## src/rtl/usbw_pkg.sv

```systemverilog
package usbw_pkg;
    localparam int ADDR_W = 12;
    localparam int DATA_W = 32;

    localparam logic [ADDR_W-1:0] OFS_REV      = 12'h000;
    localparam logic [ADDR_W-1:0] OFS_CTRL     = 12'h014;
    localparam logic [ADDR_W-1:0] OFS_LIVE     = 12'h018;
    localparam logic [ADDR_W-1:0] OFS_EOI      = 12'h024;
    localparam logic [ADDR_W-1:0] OFS_EP_STAT  = 12'h030;
    localparam logic [ADDR_W-1:0] OFS_CO_STAT  = 12'h034;
    localparam logic [ADDR_W-1:0] OFS_EP_ESET  = 12'h038;
    localparam logic [ADDR_W-1:0] OFS_CO_ESET  = 12'h03C;
    localparam logic [ADDR_W-1:0] OFS_EP_ECLR  = 12'h040;
    localparam logic [ADDR_W-1:0] OFS_CO_ECLR  = 12'h044;
    localparam logic [ADDR_W-1:0] OFS_PHY      = 12'h0E0;
    localparam logic [ADDR_W-1:0] OFS_MODE     = 12'h0E8;

    localparam int SRST_BIT    = 0;
    localparam int OTG_DIS_BIT = 21;
endpackage

```

## src/rtl/usbw_evt_bank.sv

```systemverilog
module usbw_evt_bank #(
    parameter int           W    = 16,
    parameter logic [W-1:0] MASK = '1
) (
    input  logic         clk,
    input  logic         rst_n,
    input  logic [W-1:0] evt_i,
    input  logic [W-1:0] wdata_i,
    input  logic         stat_clr_i,
    input  logic         en_set_i,
    input  logic         en_clr_i,
    output logic [W-1:0] stat_o,
    output logic [W-1:0] en_o,
    output logic         pend_o
);
    typedef struct packed {
        logic [W-1:0] stat;
        logic [W-1:0] en;
    } bank_t;

    bank_t bank_d, bank_q;

    always_comb begin
        bank_d = bank_q;
        if (en_set_i) bank_d.en = bank_d.en | (wdata_i & MASK);
        if (en_clr_i) bank_d.en = bank_d.en & ~wdata_i;
        if (stat_clr_i) bank_d.stat = bank_d.stat & ~wdata_i;
        // a new event outranks an acknowledge in the same cycle
        bank_d.stat = bank_d.stat | (evt_i & MASK);
    end

    always_ff @(posedge clk or negedge rst_n) begin
        if (!rst_n) bank_q <= '0;
        else        bank_q <= bank_d;
    end

    assign stat_o = bank_q.stat;
    assign en_o   = bank_q.en;
    assign pend_o = |(bank_q.stat & bank_q.en);
endmodule

```

## src/rtl/usbw_eoi_gate.sv

```systemverilog
module usbw_eoi_gate (
    input  logic clk,
    input  logic rst_n,
    input  logic pend_i,
    input  logic eoi_wr_i,
    output logic irq_o,
    output logic armed_o
);
    typedef struct packed {
        logic irq;
        logic armed;
    } gate_t;

    gate_t gate_d, gate_q;

    always_comb begin
        gate_d     = gate_q;
        // line may rise only when armed, then holds while pending
        gate_d.irq = pend_i & (gate_q.irq | gate_q.armed);
        if (eoi_wr_i)                    gate_d.armed = 1'b1;
        else if (gate_q.armed && pend_i) gate_d.armed = 1'b0;
    end

    always_ff @(posedge clk or negedge rst_n) begin
        if (!rst_n) gate_q <= '{irq: 1'b0, armed: 1'b1};
        else        gate_q <= gate_d;
    end

    assign irq_o   = gate_q.irq;
    assign armed_o = gate_q.armed;
endmodule

```

## src/rtl/usbw_cfg_regs.sv

```systemverilog
module usbw_cfg_regs
    import usbw_pkg::*;
(
    input  logic              clk,
    input  logic              rst_n,
    input  logic [DATA_W-1:0] wdata_i,
    input  logic              ctrl_wr_i,
    input  logic              phy_wr_i,
    input  logic              mode_wr_i,
    output logic              srst_o,
    output logic [DATA_W-1:0] phy_o,
    output logic [DATA_W-1:0] mode_o
);
    localparam logic [DATA_W-1:0] PHY_RST = DATA_W'(1) << OTG_DIS_BIT;

    typedef struct packed {
        logic              srst;
        logic [DATA_W-1:0] phy;
        logic [DATA_W-1:0] mode;
    } cfg_t;

    cfg_t cfg_d, cfg_q;

    always_comb begin
        cfg_d      = cfg_q;
        cfg_d.srst = ctrl_wr_i & wdata_i[SRST_BIT];
        if (phy_wr_i)  cfg_d.phy  = wdata_i;
        if (mode_wr_i) cfg_d.mode = wdata_i;
    end

    always_ff @(posedge clk or negedge rst_n) begin
        if (!rst_n) cfg_q <= '{srst: 1'b0, phy: PHY_RST, mode: '0};
        else        cfg_q <= cfg_d;
    end

    assign srst_o = cfg_q.srst;
    assign phy_o  = cfg_q.phy;
    assign mode_o = cfg_q.mode;
endmodule

```

## src/rtl/usbw_irq_wrap.sv

```systemverilog
module usbw_irq_wrap
    import usbw_pkg::*;
#(
    parameter int          N_EP   = 16,
    parameter int          CORE_W = 9,
    parameter logic [31:0] REV    = 32'h5542_0103
) (
    input  logic              clk,
    input  logic              rst_n,
    input  logic              bus_sel,
    input  logic              bus_wr,
    input  logic [ADDR_W-1:0] bus_addr,
    input  logic [DATA_W-1:0] bus_wdata,
    output logic [DATA_W-1:0] bus_rdata,
    input  logic [N_EP-1:0]   tx_evt_i,
    input  logic [N_EP-1:0]   rx_evt_i,
    input  logic [CORE_W-1:0] core_evt_i,
    input  logic              vbus_drv_i,
    output logic              irq_o,
    output logic              core_soft_rst_o,
    output logic              otg_dis_o,
    output logic [DATA_W-1:0] phy_ctl_o,
    output logic [DATA_W-1:0] mode_o
);
    localparam int EP_W = 2 * N_EP;
    // receive endpoint 0 has no event
    localparam logic [EP_W-1:0] EP_MASK = {{(N_EP-1){1'b1}}, 1'b0, {N_EP{1'b1}}};

    logic              wr;
    logic              eoi_wr;
    logic [EP_W-1:0]   ep_stat, ep_en;
    logic [CORE_W-1:0] co_stat, co_en;
    logic              ep_pend, co_pend, pend_any, armed;

    assign wr     = bus_sel & bus_wr;
    assign eoi_wr = wr && (bus_addr == OFS_EOI);

    usbw_evt_bank #(.W(EP_W), .MASK(EP_MASK)) u_ep (
        .clk        (clk),
        .rst_n      (rst_n),
        .evt_i      ({rx_evt_i, tx_evt_i}),
        .wdata_i    (bus_wdata[EP_W-1:0]),
        .stat_clr_i (wr && (bus_addr == OFS_EP_STAT)),
        .en_set_i   (wr && (bus_addr == OFS_EP_ESET)),
        .en_clr_i   (wr && (bus_addr == OFS_EP_ECLR)),
        .stat_o     (ep_stat),
        .en_o       (ep_en),
        .pend_o     (ep_pend)
    );

    usbw_evt_bank #(.W(CORE_W), .MASK({CORE_W{1'b1}})) u_core (
        .clk        (clk),
        .rst_n      (rst_n),
        .evt_i      (core_evt_i),
        .wdata_i    (bus_wdata[CORE_W-1:0]),
        .stat_clr_i (wr && (bus_addr == OFS_CO_STAT)),
        .en_set_i   (wr && (bus_addr == OFS_CO_ESET)),
        .en_clr_i   (wr && (bus_addr == OFS_CO_ECLR)),
        .stat_o     (co_stat),
        .en_o       (co_en),
        .pend_o     (co_pend)
    );

    assign pend_any = ep_pend | co_pend;

    usbw_eoi_gate u_gate (
        .clk      (clk),
        .rst_n    (rst_n),
        .pend_i   (pend_any),
        .eoi_wr_i (eoi_wr),
        .irq_o    (irq_o),
        .armed_o  (armed)
    );

    usbw_cfg_regs u_cfg (
        .clk       (clk),
        .rst_n     (rst_n),
        .wdata_i   (bus_wdata),
        .ctrl_wr_i (wr && (bus_addr == OFS_CTRL)),
        .phy_wr_i  (wr && (bus_addr == OFS_PHY)),
        .mode_wr_i (wr && (bus_addr == OFS_MODE)),
        .srst_o    (core_soft_rst_o),
        .phy_o     (phy_ctl_o),
        .mode_o    (mode_o)
    );

    assign otg_dis_o = phy_ctl_o[OTG_DIS_BIT];

    always_comb begin
        bus_rdata = '0;
        case (bus_addr)
            OFS_REV:                  bus_rdata = REV;
            OFS_CTRL:                 bus_rdata[SRST_BIT] = core_soft_rst_o;
            OFS_LIVE:                 bus_rdata[0] = vbus_drv_i;
            OFS_EP_STAT:              bus_rdata[EP_W-1:0] = ep_stat;
            OFS_CO_STAT:              bus_rdata[CORE_W-1:0] = co_stat;
            OFS_EP_ESET, OFS_EP_ECLR: bus_rdata[EP_W-1:0] = ep_en;
            OFS_CO_ESET, OFS_CO_ECLR: bus_rdata[CORE_W-1:0] = co_en;
            OFS_PHY:                  bus_rdata = phy_ctl_o;
            OFS_MODE:                 bus_rdata = mode_o;
            default:                  bus_rdata = '0;
        endcase
    end
endmodule

```

## config.mk

```make
export PLATFORM = sky130hd
export DESIGN_NAME = usbw_irq_wrap
export DESIGN_NICKNAME = d
export VERILOG_FILES = /design/src/rtl/usbw_pkg.sv /design/src/rtl/usbw_evt_bank.sv /design/src/rtl/usbw_eoi_gate.sv /design/src/rtl/usbw_cfg_regs.sv /design/src/rtl/usbw_irq_wrap.sv
export SDC_FILE = /design/constraint.sdc
export NUM_CORES = 1
export LEC_CHECK = 0
export BUFFER_PORTS_ARGS = -buffer_cell sky130_fd_sc_hd__buf_2
export CORE_UTILIZATION = 40
export DETAILED_ROUTE_END_ITERATION = 10
export SYNTH_ARGS = -nofsm -noshare
export SYNTH_HDL_FRONTEND = slang
export SYNTH_SLANG_ARGS = --single-unit
```

## constraint.sdc

```tcl
create_clock -name clk -period 2.6 [get_ports clk]
set_input_delay 0.13 -clock clk [delete_from_list [all_inputs] [get_ports clk]]
set_output_delay 0.13 -clock clk [all_outputs]
set_load 0.01 [all_outputs]
```

==> results.cfg <==
[status]
status = complete, no violations

[clock_tree]
htree_levels = 4
cts.sinks = 149
cts_tree = done
clock_latency_ps = 430
cts_made_buffers = 17
cts.clk_slew.worst_paths_ps = 60
cts-root-buf = clkbuf_16
cts_max_path_buffers = 2

[power]
vdd_ir_drop_max_v = 0.0004864
p_int_uw = 4314
clockPowerShare_pct = 51.0
power_uw = 5437
power_switching_uw = 1122
swShare_pct = 20.64
p_per_area_nw_per_um2 = 573.5
power.share.combinational_pct = 5.9
p_leak_uw = 0.004568
seqPwrFrac_pct = 43.1

[die]
start_util_pct = 41.32
fp.coreArea_um2 = 16700
die_y_um = 133.4
core.rowCount = 47
die_area_um2 = 17780
fp.dieW_um = 133.4
ioPinCount = 189

[yosys]
synth-async-reset-ratio_pct = 100.0
ys_ff_latch = 149
syn-cell-area_um2 = 6902
synthFlopType = dfrtp_1
synth_top_cell_area_share_pct = 53.30
synth_edf_count = 0
yosysMostFrequentCell = dfrtp_1
synth_compound_area_share_pct = 21.61
syn_inst = 590
yosysWarnings = 0
syn_nets = 680
yosysSeqAreaShare_pct = 54.06
ys_types = 48
synthMuxAreaShare_pct = 13.05
yosys.area_share.simple_pct = 7.922
yosys-top-cells-area = dfrtp_1 (53%), mux2_2 (9.8%), a21oi_1 (6.0%), a21o_1 (4.4%), a221o_1 (4.2%)
synth_fa_ha_area_share_pct = 0
synthTopCellsByCount = dfrtp_1 (147), a21oi_1 (83), mux2_2 (60)
synth_top_area_cell = dfrtp_1
synth_top_family_by_area = compound AO/OA/AOI/OAI gates
synth-xor-area-share_pct = 0
syn_area_per_cell_um2 = 11.70

[global_routing]
grt_pass1_wl_mm = 35.09
overflow = 0
grt_pass1_vias = 6299
grt_max_degree = 70
grtUsageTotal_pct = 25.92
antenna_found_initial = 0

[sta]
finClkSkew_ps = 7.071
slew-limit-headroom_pct = 56.42
rsz0062_at_grt = true
finalSetupViolations = 0
worstMarginPinSlew_ps = 648.8
finalCritPeriodShare_pct = 96.78
period_minus_slack_ps = 2516
finalHoldViolCount = 0
fmax_ghz = 0.3974
drv_slew = 0

[routing]
avgViaCountPerCell = 5.690
wire_per_inst_um = 20.67
drc = 0
dr.pass1.iters = 5
antenna_left = 0
num_vias = 6139
drtIter0Drc = 420
drt_wl_total_mm = 22.31

[placement]
gp_congestion = 0.8172
placed_cell_area_um2 = 8061
port_buffers = 187
dp.cells = 973
dp_hpwl_mm = 14.66

[worst_setup_path]
crit_path_end_kind = output port
start_kind = input port
cp_data_required_time_ps = 2470
cp.arrival_ps = 2390
crit_type = input port to output port
cp_max_fo = 13

[finish]
regArea_um2 = 3731
multi_input_area_um2 = 2952
num_antenna_cells = 0
drive_above_1_share_pct = 36.67
fin_cells = 1079
fill_cells = 1458
utilization_pct = 56.76
areaGrowthSynthToFinish_pct = 37.35
fin_nets = 936
finalInstanceArea_um2 = 9479

[flow_run]
cap_violations = 0

[worst_hold_path]
holdCritPathClass = input port to flip-flop
-- logic make-up after synthesis --
group,Yosys count
flip-flops,149
multiplexers,82
buffers and inverters,46
AO/OA/AOI/OAI,210
AND/OR/NAND/NOR,103
-- routing by layer --
layer | vias up | GRT usage [%] | wire, um
li1 | 2747 | - | -
met1 | 3079 | 35.43 | 9900
met2 | 285 | 40.83 | 10350
met3 | 28 | 5.556 | 1672
met4 | 0 | 8.902 | 385
met5 | - | 0 | 0
-- power groups by stage --
stage / combinational (uW) / sequential (uW) / clock, uW
finish: 319 / 2340 / 2770
CTS: 318 / 2340 / 2800
global route: 347 / 2340 / 2910
detailed placement: 231 / 2390 / 0
global placement: 226 / 2380 / 0
floorplan: 66.2 / 2390 / 0
-- stage by stage --
step	hold WS [ps]	TNS [ps]	setup slack, ps
2_1_floorplan	-165.6	0	738.7
5_1_grt	18.74	-18.39	-13.86
6_report	21.34	0	83.83
3_3_place_gp	135.8	0	514.3
3_5_place_dp	136.2	0	479.7
4_1_cts	0.1079	0	62.63
-- area by class of cell --
type	count	share of cell area, %
flip-flops and latches	149	39.36
multi-input cells	395	31.14
repair buffers	280	19.43
clock buffers	23	5.253
well taps	220	2.904
clock inverters	9	1.795
inverters	3	0.1188
-- cell usage in the layout, fill, tap and decap left out, types with 4 or more instances in the layout --
master	count
nor2_2	4
nand2_1	50
a32o_1	7
mux2i_1	18
a22o_1	13
bufinv_16	5
o211ai_1	6
nand3_1	7
a221oi_1	6
clkbuf_16	17
clkinv_2	4
a22oi_1	13
clkbuf_8	5
a21o_1	40
buf_4	17
mux2_2	60
mux2_1	4
a21oi_1	83
a221o_1	29
nor2_1	14
buf_2	186
dfrtp_1	147
dlygate4sd3_1	74
-- final timing paths --
kind	start	to	cells past startpoint	slack, ps
min	bus_addr[4]	u_cfg.srst_o	3	20
min in group asynchronous	rst_n	u_core.stat_o[7]	2	250
max in group asynchronous	rst_n	u_ep.stat_o[27]	3	1570
min reg2reg	u_gate.armed_o	u_gate.armed_o	2	490
max reg2reg	u_ep.stat_o[15]	u_gate.irq_o	5	490
max	bus_addr[5]	bus_rdata[21]	9	80
-- worst max-delay path: stages --
cell and delay [ps]:
dlygate4sd3_1 530, buf_2 200, nand4b_1 200, or3b_1 460
nor2_2 140, buf_4 260, a32o_1 170, a221o_1 140
buf_2 140
-- what timing repair did --
action / CTS / global route
hold buffers: 74 / 0
gates resized for setup: 0 / 2
hold endpoints to repair: 167 / 0
setup endpoints to repair: 0 / 20
setup buffers: 0 / 0
(Power assumes the default switching activity.)
